`config.mk`:
```
export PLATFORM = sky130hd
export DESIGN_NAME = sgw_chain_walker
export DESIGN_NICKNAME = d
export VERILOG_FILES = /design/src/rtl/sgw_pkg.sv /design/src/rtl/sgw_cmd_dec.sv /design/src/rtl/sgw_align_chk.sv /design/src/rtl/sgw_irq_qual.sv /design/src/rtl/sgw_chain_walker.sv
export SDC_FILE = /design/constraint.sdc
export NUM_CORES = 1
export LEC_CHECK = 0
export CAP_MARGIN = 5
export CELL_PAD_IN_SITES_DETAIL_PLACEMENT = 0
export CELL_PAD_IN_SITES_GLOBAL_PLACEMENT = 2
export CORE_UTILIZATION = 43
export DETAILED_ROUTE_END_ITERATION = 16
export DONT_BUFFER_PORTS = 1
export GPL_ROUTABILITY_DRIVEN = 0
export PLACE_DENSITY_LB_ADDON = 0.1
export SYNTH_ARGS = -nofsm -noshare
export SYNTH_HDL_FRONTEND = slang
export SYNTH_HIERARCHICAL = 1
export SYNTH_SLANG_ARGS = --single-unit
export TNS_END_PERCENT = 10
```
`constraint.sdc`:
```
create_clock -name clk -period 16.9 [get_ports clk]
set_clock_uncertainty 0.2 [all_clocks]
set_input_delay 3.38 -clock clk [delete_from_list [all_inputs] [get_ports clk]]
set_output_delay 3.38 -clock clk [all_outputs]
set_load 0.005 [all_outputs]
```
`src/rtl/sgw_pkg.sv`:
```
package sgw_pkg;
  localparam int DESC_WORDS = 5;

  typedef enum logic [2:0] {
    S_IDLE, S_FREQ, S_FCAP, S_CHK, S_RD, S_RCAP, S_WR, S_DONE
  } sgw_state_t;

  // count/flags word bits [31:25], packed in bit order
  typedef struct packed {
    logic       link;
    logic       err_ie;
    logic       tc_ie;
    logic       eot_ie;
    logic [1:0] burst_len;
    logic       burst_en;
  } sgw_flags_t;
endpackage

```
`src/rtl/sgw_cmd_dec.sv`:
```
module sgw_cmd_dec (
  input  logic cmd_wr,
  input  logic cmd_start,
  input  logic cmd_mask,
  output logic go,
  output logic halt
);
  always_comb begin
    go   = cmd_wr & cmd_mask & cmd_start;
    halt = cmd_wr & cmd_mask & ~cmd_start;
  end
endmodule

```
`src/rtl/sgw_align_chk.sv`:
```
module sgw_align_chk #(
  parameter int AW = 32
) (
  input  logic [1:0]    wsel,
  input  logic [AW-1:0] src,
  input  logic [AW-1:0] dst,
  output logic          misaligned
);
  logic [AW-1:0] low_mask;
  always_comb begin
    low_mask   = (AW'(1) << wsel) - AW'(1);
    misaligned = |((src | dst) & low_mask);
  end
endmodule

```
`src/rtl/sgw_irq_qual.sv`:
```
module sgw_irq_qual
  import sgw_pkg::*;
(
  input  logic       global_en,
  input  sgw_flags_t flags,
  input  logic       ev_done,
  input  logic       ev_err,
  output logic       irq_set
);
  logic done_hit;
  always_comb begin
    done_hit = ev_done & (flags.tc_ie | (flags.eot_ie & ~flags.link));
    irq_set  = global_en & (done_hit | (ev_err & flags.err_ie));
  end
endmodule

```
`src/rtl/sgw_chain_walker.sv`:
```
module sgw_chain_walker
  import sgw_pkg::*;
#(
  parameter int AW = 32,
  parameter int DW = 64,
  parameter int CW = 16
) (
  input  logic          clk,
  input  logic          rst_n,
  input  logic          desc_wr,
  input  logic [AW-1:0] desc_wdata,
  input  logic          cmd_wr,
  input  logic          cmd_start,
  input  logic          cmd_mask,
  output logic [AW-1:0] desc_addr,
  output logic [CW-1:0] remain_cnt,
  output logic [31:0]   ctrl_word,
  output logic          busy,
  output logic          align_err,
  output logic          irq,
  output logic          mem_rd,
  output logic          mem_we,
  output logic [AW-1:0] mem_addr,
  output logic [1:0]    mem_size,
  output logic [DW-1:0] mem_wdata,
  input  logic [DW-1:0] mem_rdata,
  output logic [1:0]    mem_burst_len,
  output logic          mem_burst_en
);
  localparam int WIW = $clog2(DESC_WORDS);
  localparam logic [WIW-1:0] LAST_W = WIW'(DESC_WORDS - 1);

  // reset: asynchronous assert, synchronous release
  logic [1:0] rs_q;
  logic       rst_n_i;
  always_ff @(posedge clk or negedge rst_n) begin
    if (!rst_n) rs_q <= 2'b00;
    else        rs_q <= {rs_q[0], 1'b1};
  end
  assign rst_n_i = rs_q[1];

  sgw_state_t    st_q, st_d;
  logic [WIW-1:0] widx_q, widx_d;
  logic [AW-1:0] dsc_q, dsc_d, src_q, src_d, dst_q, dst_d, nxt_q, nxt_d;
  logic [31:0]   ctrl_q, ctrl_d;
  sgw_flags_t    flg_q, flg_d;
  logic [CW-1:0] cnt_q, cnt_d;
  logic [DW-1:0] dat_q, dat_d;
  logic          aerr_q, aerr_d, irq_q, irq_d;
  logic          go, halt, misal, ev_done, ev_err;
  logic [1:0]    wsel;
  logic [AW-1:0] ustep;

  assign wsel  = ctrl_q[2:1];
  assign ustep = AW'(1) << wsel;

  sgw_cmd_dec u_cmd (
    .cmd_wr(cmd_wr), .cmd_start(cmd_start), .cmd_mask(cmd_mask),
    .go(go), .halt(halt)
  );

  sgw_align_chk #(.AW(AW)) u_align (
    .wsel(wsel), .src(src_q), .dst(dst_q), .misaligned(misal)
  );

  sgw_irq_qual u_irq (
    .global_en(ctrl_q[0]), .flags(flg_q), .ev_done(ev_done),
    .ev_err(ev_err), .irq_set(irq_d)
  );

  // next-state logic
  always_comb begin
    st_d = st_q; widx_d = widx_q; dsc_d = dsc_q; src_d = src_q;
    dst_d = dst_q; nxt_d = nxt_q; ctrl_d = ctrl_q; flg_d = flg_q;
    cnt_d = cnt_q; dat_d = dat_q; aerr_d = aerr_q;
    ev_done = 1'b0; ev_err = 1'b0;
    case (st_q)
      S_IDLE: begin
        if (desc_wr) dsc_d = desc_wdata;
        if (go) begin
          st_d = S_FREQ; widx_d = '0; aerr_d = 1'b0;
        end
      end
      S_FREQ: st_d = S_FCAP;
      S_FCAP: begin
        case (widx_q)
          WIW'(0): ctrl_d = mem_rdata[31:0];
          WIW'(1): src_d  = mem_rdata[AW-1:0];
          WIW'(2): dst_d  = mem_rdata[AW-1:0];
          WIW'(3): begin
            flg_d = sgw_flags_t'(mem_rdata[31:25]);
            cnt_d = mem_rdata[CW-1:0];
          end
          default: nxt_d = mem_rdata[AW-1:0];
        endcase
        if (widx_q == LAST_W) st_d = S_CHK;
        else begin
          widx_d = widx_q + WIW'(1); st_d = S_FREQ;
        end
      end
      S_CHK: begin
        if (misal) begin
          aerr_d = 1'b1; ev_err = 1'b1; st_d = S_IDLE;
        end else if (cnt_q == '0) st_d = S_DONE;
        else st_d = S_RD;
      end
      S_RD:   st_d = S_RCAP;
      S_RCAP: begin
        dat_d = mem_rdata; st_d = S_WR;
      end
      S_WR: begin
        src_d = src_q + ustep;
        dst_d = dst_q + ustep;
        cnt_d = cnt_q - CW'(1);
        st_d  = (cnt_q == CW'(1)) ? S_DONE : S_RD;
      end
      S_DONE: begin
        ev_done = 1'b1;
        if (flg_q.link) begin
          dsc_d = nxt_q; widx_d = '0; st_d = S_FREQ;
        end else st_d = S_IDLE;
      end
      default: st_d = S_IDLE;
    endcase
    // halt outranks every other event of the cycle
    if (halt && st_q != S_IDLE) begin
      st_d = S_IDLE; widx_d = widx_q; dsc_d = dsc_q; src_d = src_q;
      dst_d = dst_q; nxt_d = nxt_q; ctrl_d = ctrl_q; flg_d = flg_q;
      cnt_d = cnt_q; dat_d = dat_q; aerr_d = aerr_q;
      ev_done = 1'b0; ev_err = 1'b0;
    end
  end

  // registers
  always_ff @(posedge clk or negedge rst_n_i) begin
    if (!rst_n_i) begin
      st_q <= S_IDLE; widx_q <= '0; dsc_q <= '0; src_q <= '0;
      dst_q <= '0; nxt_q <= '0; ctrl_q <= '0; flg_q <= '0;
      cnt_q <= '0; dat_q <= '0; aerr_q <= 1'b0; irq_q <= 1'b0;
    end else begin
      st_q <= st_d; widx_q <= widx_d; dsc_q <= dsc_d; src_q <= src_d;
      dst_q <= dst_d; nxt_q <= nxt_d; ctrl_q <= ctrl_d; flg_q <= flg_d;
      cnt_q <= cnt_d; dat_q <= dat_d; aerr_q <= aerr_d; irq_q <= irq_d;
    end
  end

  // outputs
  logic unit_phase;
  always_comb begin
    unit_phase    = (st_q == S_RD) || (st_q == S_RCAP) || (st_q == S_WR);
    mem_rd        = ((st_q == S_FREQ) || (st_q == S_RD)) && !halt;
    mem_we        = (st_q == S_WR) && !halt;
    mem_addr      = (st_q == S_FREQ) ? dsc_q + AW'({widx_q, 2'b00}) :
                    (st_q == S_WR)   ? dst_q : src_q;
    mem_size      = (st_q == S_FREQ) ? 2'd2 : wsel;
    mem_wdata     = dat_q;
    mem_burst_len = unit_phase ? flg_q.burst_len : 2'b00;
    mem_burst_en  = unit_phase & flg_q.burst_en;
    desc_addr     = dsc_q;
    remain_cnt    = cnt_q;
    ctrl_word     = ctrl_q;
    busy          = (st_q != S_IDLE);
    align_err     = aerr_q;
    irq           = irq_q;
  end


  idle_hold_chk: assert property (@(posedge clk) disable iff (!rst_n_i)
    (!busy && !go) |=> !busy);

  remain_step_chk: assert property (@(posedge clk) disable iff (!rst_n_i)
    mem_we |=> (remain_cnt == $past(remain_cnt) - CW'(1)));

  irq_pulse_chk: assert property (@(posedge clk) disable iff (!rst_n_i)
    irq |=> !irq);

  align_stop_chk: assert property (@(posedge clk) disable iff (!rst_n_i)
    $rose(align_err) |-> !busy);

  write_aligned_chk: assert property (@(posedge clk) disable iff (!rst_n_i)
    mem_we |-> ((mem_addr & ((AW'(1) << mem_size) - AW'(1))) == '0));

  halt_stop_chk: assert property (@(posedge clk) disable iff (!rst_n_i)
    (busy && halt) |=> (!busy && !mem_rd && !mem_we && !irq));
endmodule

```
==> Yosys cells after proc, flatten, opt, wreduce, memory -nomap -nowiden <==
Index checks and enable logic that the tools add are counted.
{ "word_totals": {"register_bits": 257, "in_bits": 102, "wordCells": 122, "output_inout_bits": 186} }
{ "classes": {"n_reduce_logical": 27, "shift": 1, "addsub": 6, "mux": 33, "bitwise_logic": 16, "eq_ne": 21} }
{ "ops": {"columns": ["op", "n"], "rows": [
  ["32-bit 2-to-1 mux", 6],
  ["32-bit one-hot mux with 2 select lines", 3],
  ["32-bit adder", 2],
  ["32-bit by 5-bit adder with 32-bit output", 1],
  ["32-bit bitwise AND", 1],
  ["32-bit bitwise OR", 1],
  ["16-bit one-hot mux with 2 select lines", 1],
  ["32-bit OR reduction", 1],
  ["1-bit by 2-bit left shift with 32-bit output (first input constant)", 1],
  ["32-bit by 2-bit subtractor with 32-bit output (second input constant)", 1],
  ["3-bit one-hot mux with 8 select lines", 1],
  ["3-bit 2-to-1 mux", 6],
  ["3-bit AND reduction", 6],
  ["16-bit by 1-bit == test with 1-bit output (second input constant)", 1],
  ["16-bit logical NOT", 1],
  ["16-bit 2-to-1 mux", 1],
  ["16-bit by 1-bit subtractor with 16-bit output (second input constant)", 1],
  ["3-bit == test (second input constant)", 5],
  ["3-bit by 2-bit == test with 1-bit output (second input constant)", 4],
  ["2-bit 2-to-1 mux", 5],
  ["2-bit != test (second input constant)", 5],
  ["3-bit one-hot mux with 3 select lines", 1],
  ["1-bit bitwise AND", 8],
  ["1-bit 2-to-1 mux", 8],
  ["17 further kinds", 33]
]} }

==> Logic depth before layout (Yosys ltp) <==
Gate-level depths: netlist of run 1.
{ "logic_depth": {"word_depth": 10, "ltp_mapped": 10, "mapped_depth_nobuf": 10} }

==> Modules after synthesis <==
Netlist of run 1, hierarchy kept.
{ "by_module_without_submodules": {"columns": ["module", "area_per_inst_um2", "instances", "cells_per_inst", "seq_area_each_um2"], "rows": [
  ["sgw_chain_walker", 13964.6, 1, 1407, 6431.2],
  ["sgw_align_chk", 148.9, 1, 19, 0.0],
  ["sgw_irq_qual", 22.5, 1, 3, 0.0],
  ["sgw_cmd_dec", 16.3, 1, 2, 0.0]
]} }

==> Worst setup path after synthesis of run 1 <==
Ideal clock, no wire load.
{ "synth_timing": {"kind": "input-to-output", "start": "input port cmd_mask", "end": "output port mem_we", "stages": 7, "t_arrival_ns": 4.644, "required_time_ns": 13.320, "setup_slack_ns": 8.676, "cell_sequence": "and3b_1 buf_2 nand2b_1 or2_2 clkbuf_1 inv_2 clkbuf_1"} }
{ "synth_between": {"elab_chain_cells": 4} }
{ "synth_lines": {"columns": ["item", "line", "text"], "rows": [
  ["start: declaration", "sgw_chain_walker.sv:14", "input logic cmd_mask,"],
  ["1-bit bitwise AND (2 in series)", "sgw_cmd_dec.sv:10", "halt = cmd_wr & cmd_mask & ~cmd_start;"],
  ["1-bit logical NOT", "sgw_chain_walker.sv:152", "mem_we = (st_q == S_WR) && !halt;"],
  ["1-bit logical AND", "sgw_chain_walker.sv:152", null],
  ["end: declaration", "sgw_chain_walker.sv:22", "output logic mem_we,"]
]} }
No other way between the ends.

==> Worst setup path after layout of run 1 <==
Ends and elaborated chain as after synthesis.

==> results of run 1 <==
[registers in the layout, summed over array words and instances, names as in the netlist, 7 cells and up]
name	cells
nxt_q	32
desc_addr	32
flg_q	7
ctrl_word	32
src_q	32
remain_cnt	16
dst_q	32
mem_wdata	64
[path summary, 6_finish.rpt]
kind | from | to | slack (ns) | cells past startpoint
worst max-delay path | cmd_mask | mem_we | 8.34 | 4
worst min-delay path | rs_q[0] | rs_q[1] | 0.15 | 0
worst max register to register | st_q[2] | dst_q[12] | 13.41 | 6
worst min register to register | rs_q[0] | rs_q[1] | 0.15 | 0
max in group asynchronous | rs_q[1] | dst_q[29] | 13.86 | 2
min in group asynchronous | rs_q[1] | mem_wdata[36] | 0.22 | 0
[synth_stat cells (5+ instances only)]
cell / count
a211oi_1: 21
a21o_1: 6
a21oi_1: 56
a22oi_1: 22
a311oi_1: 26
a31o_2: 7
a31oi_1: 27
and2_1: 14
and3_1: 31
and4_1: 11
buf_1: 13
buf_2: 32
clkbuf_1: 50
dfrtp_1: 257
ha_1: 18
inv_1: 20
mux2_2: 133
mux2i_1: 41
nand2_1: 149
nand2b_1: 14
nand3_1: 32
nand4_1: 25
nor2_1: 87
nor2b_1: 10
nor3_1: 48
nor3b_1: 5
nor4_1: 30
nor4_2: 5
o211ai_1: 7
o21a_1: 8
o21ai_0: 88
o21ai_1: 5
o22a_1: 12
o22ai_1: 9
or3_1: 6
xnor2_1: 14
xor2_1: 15
[through the flow]
step,setup slack (ns),hold WS [ns],power (mW),util
final,8.34,0.155,2.96,0.476
after global routing,8.28,0.160,3.15,0.476
after floorplan,8.68,0.131,1.94,-
after global placement,8.39,0.139,2.31,0.446
after CTS,8.36,0.158,2.98,0.476
after detailed placement,8.38,0.140,2.33,0.446
[layout make-up]
cell class / count / area [um^2]
Antenna cell: 1 / 2.50
Clock buffer: 34 / 774
Clock inverter: 17 / 179
Fill cell: 3090 / 17000
Inverter: 21 / 78.8
Multi-Input combinational cell: 1054 / 7270
Sequential cell: 257 / 6430
Tap cell: 442 / 553
Timing Repair Buffer: 19 / 143
[routing by layer]
metal	global-route usage	up-vias	routed length [um]
met5	0	-	0
met4	0.0817	0	1370
met3	0.0788	75	4140
met2	0.492	427	23500
met1	0.347	5658	18900
li1	-	5213	-
[kinds of logic after synthesis]
kind of cell | count (synthesis)
other cells | 1
compound gates | 334
flops | 257
simple gates | 495
xor+xnor | 29
fa+ha+maj | 21
buf+inv | 120
mux | 174
[critical path, delay by kind of cell]
| family | cells | cell delay, ns |
|---|---|---|
| buffers and inverters | 1 | 0.48 |
| AND/OR/NAND/NOR | 3 | 1.09 |
[power by group through the flow]
| stage | combinational, mW | sequential [mW] | clock, mW |
|---|---|---|---|
| detailed placement | 1.00 | 1.33 | 0 |
| global placement | 0.986 | 1.32 | 0 |
| floorplan | 0.781 | 1.16 | 0 |
| CTS | 1.01 | 1.32 | 0.653 |
| global route | 1.11 | 1.36 | 0.673 |
| finish | 1.01 | 1.32 | 0.639 |
==> impl_results.md, run 1 <==
* Async SR Flop Fraction at 1.00
* Synthesized instance count at 1431
* MaxCap Viol Count at 0
* Mapped cell area at 14200 um^2
* CTS Buffer Depth at 3
* Sequential fraction of the synthesis area at 0.454
* Core ar. at 32500 um^2
* Design Area, Final at 15400 um^2
* Top_reg_cell synth: dfrtp_1
* CP max-delay cell: or2_2
* Unrepaired setup endpoints after global routing: no
* Top cells by area, synth: dfrtp_1, mux2_2, nand2_1
* WP data arrival at 4.98 ns
* Post-synthesis xor/xnor area fraction at 0.0179
* Status: finished clean
* Dpl cell area at 14500 um^2
* Drt pass-1 iters at 5
* Final Hold Fails at 0
* Cell-internal power at 1.70 mW
* Most common cell after layout, fill and taps aside: dfrtp_1
* Final Max Tran Viols at 0
* Setup bufs post-CTS at 0
* Global route overflow at 0
* Final setup violation count at 0
* PortBufs at 0
* First-pass GRT wire length at 72500 um
* Die area at 33600 um^2
* Synth Area in Simple Gates at 0.180
* Share of the synthesized area in the top cell type at 0.454
* CP Max Fanout at 22
* DRC viols at 0
* Vert. Die Dim at 183 um
* Clk network pwr share at 0.216
* Main combinational cell family by area after synthesis: simple AND/OR/NAND/NOR gates
* Mean Syn Cell Area at 9.89 um^2
* Critical Path Sink Type: primary output
* Clock tree from TritonCTS: yes
* CTS buffer count at 29
* Vias/cell at 6.16
* Leak Pwr at 6.37 nW
* H-tree depth at 1
* EDFF count, synth at 0
* VDD IR max at 131 uV
* CP required at 13.32 ns
* Io pins at 288
* Ratio of cells with drive above 1 in the final layout at 0.172
* Critical path startpoint category: primary input
* Post-route ant nets at 0
* Yosys reg bits at 257
* Min Clock Period, post-route at 8.56 ns
* Max Freq at 117 MHz
* Sw frac at 0.426
* CP Class: primary input to primary output
* Slew HR at 0.206
* Slew @ Worst Pin at 1.19 ns
* Clock Tree Root: clkbuf_16
* Worst min path class: register to register
* Layout area overhead at 9.08%
* Initial antenna violation count at 0
* Largest net degree at the start of global routing at 86
* Multiplexer share of the synthesized area at 0.135
* Yosys cell types at 84
* DR vias at 11400
* Post-Synth Adder-Cell Area at 0.0188
* Synthesis Warnings at 6
* Crit-path cells: and3b_1 > nand2b_1 > or2_2 > inv_2
* Nets at 1503
* DRT iter0 DRCs at 796
* Cts-stage hold buffer count at 0
* DR WL/cell at 26.0 um
* CP max stage delay at 0.48 ns
* NetSw at 1.26 mW
* Detailed placer's ending HPWL at 33900 um
* Compound-Gate Fraction of Synth Area at 0.157
* Gate power share at 0.340
* Most frequent cells in the layout: dfrtp_1, nand2_1, mux2_2
* Vias in the first global route at 11400
* Die span in x at 183 um
* Placed cells at 1793
* Rows at 66
* Syn_nets at 1552
* Fin cells at 1845
* Final worst-path cycle share at 0.507
* GR Util All Layers at 0.285
* Synth area leader: dfrtp_1
* Sequential share of power at 0.445
* Clock transition at path regs at 0.06 ns
* Total wire length at 48000 um
* Worst skew pair latency at 0.58 ns
* Initial core utilization at 0.436
* Fin Setup TNS at 0 ns
* Power per cell area at 192 nW/um^2
* # clock sinks at 257
* CTS resizes at 0
Note: power is estimated with default switching activity, not from simulation.
==> inputs of run 2 (changes only) <==
- ABC_AREA: not set -> 1
- CORE_UTILIZATION: 43 -> 36
- clock period: 16.9 -> 7.9 ns (I/O delays scaled with it)
==> impl_results.md, run 2 <==
* Most frequent cells in the layout: nand2_1, dfrtp_1, nor2_1
* CP Max Fanout at 66 (+200%)
* GR Util All Layers at 0.272 (-0.0130)
* Unrepaired setup endpoints after global routing: no
* Syn_nets at 2122 (+37%)
* R2R Setup Slk at 4.36 ns (-9.05 ns)
* Mapped cell area at 14700 um^2 (+3.8%)
* Async SR Flop Fraction at 1.00 (unchanged)
* Cell-internal power at 3.60 mW (+110%)
* First-pass GRT wire length at 85300 um (+18%)
* Synthesized instance count at 2001 (+40%)
* Final Max Tran Viols at 0 (unchanged)
* Power per cell area at 414 nW/um^2 (+120%)
* Post-synthesis xor/xnor area fraction at 0.0137 (-0.00424)
* Clock Tree Root: clkbuf_16
* Setup bufs post-CTS at 0 (unchanged)
* Cell family with most CP delay: buffers and inverters
* WP data arrival at 3.71 ns (-1.27 ns)
* Nets at 2082 (+39%)
* DR WL/cell at 22.4 um (-14%)
* Post-route ant nets at 0 (unchanged)
* Dpl cell area at 15100 um^2 (+4.3%)
* Synth Area in Simple Gates at 0.293 (+0.113)
* Layout area overhead at 9.78%
* Crit path from: st_q[2]
* Rows at 73 (+11%)
* Sw frac at 0.461 (+0.0348)
* Detailed placer's ending HPWL at 42000 um (+24%)
* Worst hold start: rs_q[0]
* CTS resizes at 0 (unchanged)
* CP max-delay cell: buf_4
* Critical Path Sink: mem_addr[26]
* CTS Buffer Depth at 3 (unchanged)
* Fin cells at 2510 (+36%)
* Compound-Gate Fraction of Synth Area at 0.135 (-0.0225)
* Most common cell in the synthesized netlist: nand2_1
* PortBufs at 0 (unchanged)
* Yosys cell types at 48 (-43%)
* Number of cells on the critical path at 5 (+1)
* Sequential share of power at 0.420 (-0.025)
* Footprint of the multi-input gates at 7130 um^2 (-1.9%)
* Multiplexer share of the synthesized area at 0.0245 (-0.110)
* Synthesis Warnings at 6 (unchanged)
* Initial antenna violation count at 0 (unchanged)
* Antenna cells at 0 (-1)
* Io pins at 288 (unchanged)
* Leak Pwr at 7.55 nW (+19%)
* Placed cells at 2453 (+37%)
* Bufs and invs on worst path at 2 (+1)
* Initial core utilization at 0.367 (-0.0687)
* Synth area leader: dfrtp_1
* Clk network pwr share at 0.219 (+0.003)
* Vias in the first global route at 13200 (+15%)
* Mean Syn Cell Area at 7.34 um^2 (-26%)
* Fillers at 4228 (+37%)
* Commonest cells in the netlist: nand2_1, dfrtp_1, nor2_1, inv_1, o21ai_0
* Clock tree from TritonCTS: yes
* Post-Synth Adder-Cell Area at 0.0167 (-0.00214)
* CP required at 6.12 ns (-7.20 ns)
* Die area at 41600 um^2 (+24%)
* Max reg flops at 64 (unchanged)
* Min Clock Period, post-route at 5.49 ns
* H-tree depth at 1 (unchanged)
* Largest net degree at the start of global routing at 121 (+41%)
* Critical Path Sink Type: primary output
* Ratio of cells with drive above 1 in the final layout at 0.0715 (-0.100)
* Most common cell after layout, fill and taps aside: nand2_1
* Slew @ Worst Pin at 1.14 ns (-0.0468 ns)
* CP Class: register to primary output
* Vert. Die Dim at 204 um (+11%)
* Clock transition at path regs at 0.06 ns (about the same)
* Final worst-path cycle share at 0.695
* DRC viols at 0 (unchanged)
* Share of the synthesized area in the top cell type at 0.438 (-0.0168)
* Drt pass-1 iters at 5 (unchanged)
* Vias/cell at 5.43 (-12%)
* Core ar. at 40000 um^2 (+23%)
* Final setup violation count at 0 (unchanged)
* DR vias at 13600 (+20%)
* Max Freq at 182 MHz
* Slew HR at 0.237 (+0.0312)
* RR Endpoint: dst_q[5]
* Status: finished clean
* CTS buffer count at 31 (+6.9%)
* Main combinational cell family by area after synthesis: simple AND/OR/NAND/NOR gates
* MaxCap Viol Count at 0 (unchanged)
* Die span in x at 204 um (+11%)
* Worst min path class: register to register
* Register area at 6430 um^2 (unchanged)
* VDD IR max at 208 uV (+59%)
* Gate power share at 0.361 (+0.021)
* Final Hold Fails at 0 (unchanged)
* Total wire length at 56300 um (+17%)
* Global route overflow at 0 (unchanged)
* Top_reg_cell synth: dfrtp_1
* # clock sinks at 257 (unchanged)
* Design Area, Final at 16100 um^2 (+4.5%)
* Crit-path cells: nand3_4 > inv_2 > buf_4 > o21ai_0 > o22ai_1
* Worst skew pair latency at 0.60 ns (+0.02 ns)
* CP max stage delay at 0.72 ns (+0.24 ns)
* Fin Setup TNS at 0 ns (unchanged)
* Cts-stage hold buffer count at 0 (unchanged)
* Critical path startpoint category: register
* Sequential fraction of the synthesis area at 0.438 (-0.0168)
* Reg-to-reg startpoint: st_q[2]
* Top cells by area, synth: dfrtp_1, nand2_1, nor2_1
* DRT iter0 DRCs at 1065 (+34%)
* Yosys reg bits at 257 (unchanged)
* EDFF count, synth at 0 (unchanged)
* NetSw at 3.08 mW (+140%)
* R2R depth at 7 (+1)
==> run 2: kinds of logic (layout without fill, tap and decap cells) <==
| family | Yosys count | count (layout) |
|---|---|---|
| simple gates | 1023 | 1023 |
| compound gates | 353 | 353 |
| buf+inv | 293 | 277 |
| flops | 257 | 257 |
| mux | 32 | 32 |
| xor+xnor | 23 | 23 |
| fa+ha+maj | 19 | 19 |
| other cells | 1 | 1 |
==> run 2: routing by layer <==
metal / vias up / share of wire / wire length [um] / global-route usage
met5: - / 0 / 0 / 0
met4: 0 / 0.031 / 1770 / 0.0901
met3: 81 / 0.073 / 4130 / 0.0580
met2: 452 / 0.45 / 25400 / 0.433
met1: 6608 / 0.44 / 24900 / 0.366
li1: 6485 / - / - / -
==> run 2: area by class of cell <==
type / instances / share of cell area
multi-input combinational: 1451 / 0.442
sequential: 257 / 0.399
clock buffer: 44 / 0.0555
inverter: 211 / 0.0491
tap: 525 / 0.0407
clock inverter: 13 / 0.00876
timing repair buffer: 9 / 0.00496
==> run 2: worst register-to-register path, stage by stage (launching register included) <==
cell and delay [ns]:
dfrtp_1 0.60, nand3_4 0.61, o21ai_1 0.27, nand2_1 0.43
inv_2 0.83, o21ai_0 0.28, nand2_1 0.12, o21ai_0 0.08
==> run 2: worst min path at each step <==
stage / cells past startpoint / endpoint
after floorplan: 0 / rs_q[1]
after global placement: 0 / rs_q[1]
after detailed placement: 0 / rs_q[1]
after CTS: 0 / rs_q[1]
after global routing: 0 / rs_q[1]
final: 0 / rs_q[1]
==> run 2: power by group through the flow <==
stage / clock (mW) / combinational [mW] / sequential (mW)
finish: 1.46 / 2.41 / 2.81
global route: 1.54 / 2.77 / 2.89
CTS: 1.50 / 2.42 / 2.81
detailed placement: 0 / 2.42 / 2.83
global placement: 0 / 2.38 / 2.82
floorplan: 0 / 1.83 / 2.46
==> run 2: stage by stage <==
step | worst slack, ns | hold slack [ns] | util | total power, mW
6_report | 2.41 | 0.152 | 0.403 | 6.68
5_1_grt | 2.15 | 0.156 | 0.403 | 7.21
4_1_cts | 2.37 | 0.154 | 0.403 | 6.73
3_5_place_dp | 3.03 | 0.140 | 0.377 | 5.24
3_3_place_gp | 3.06 | 0.137 | 0.377 | 5.19
2_1_floorplan | 0.00749 | 0.131 | - | 4.29
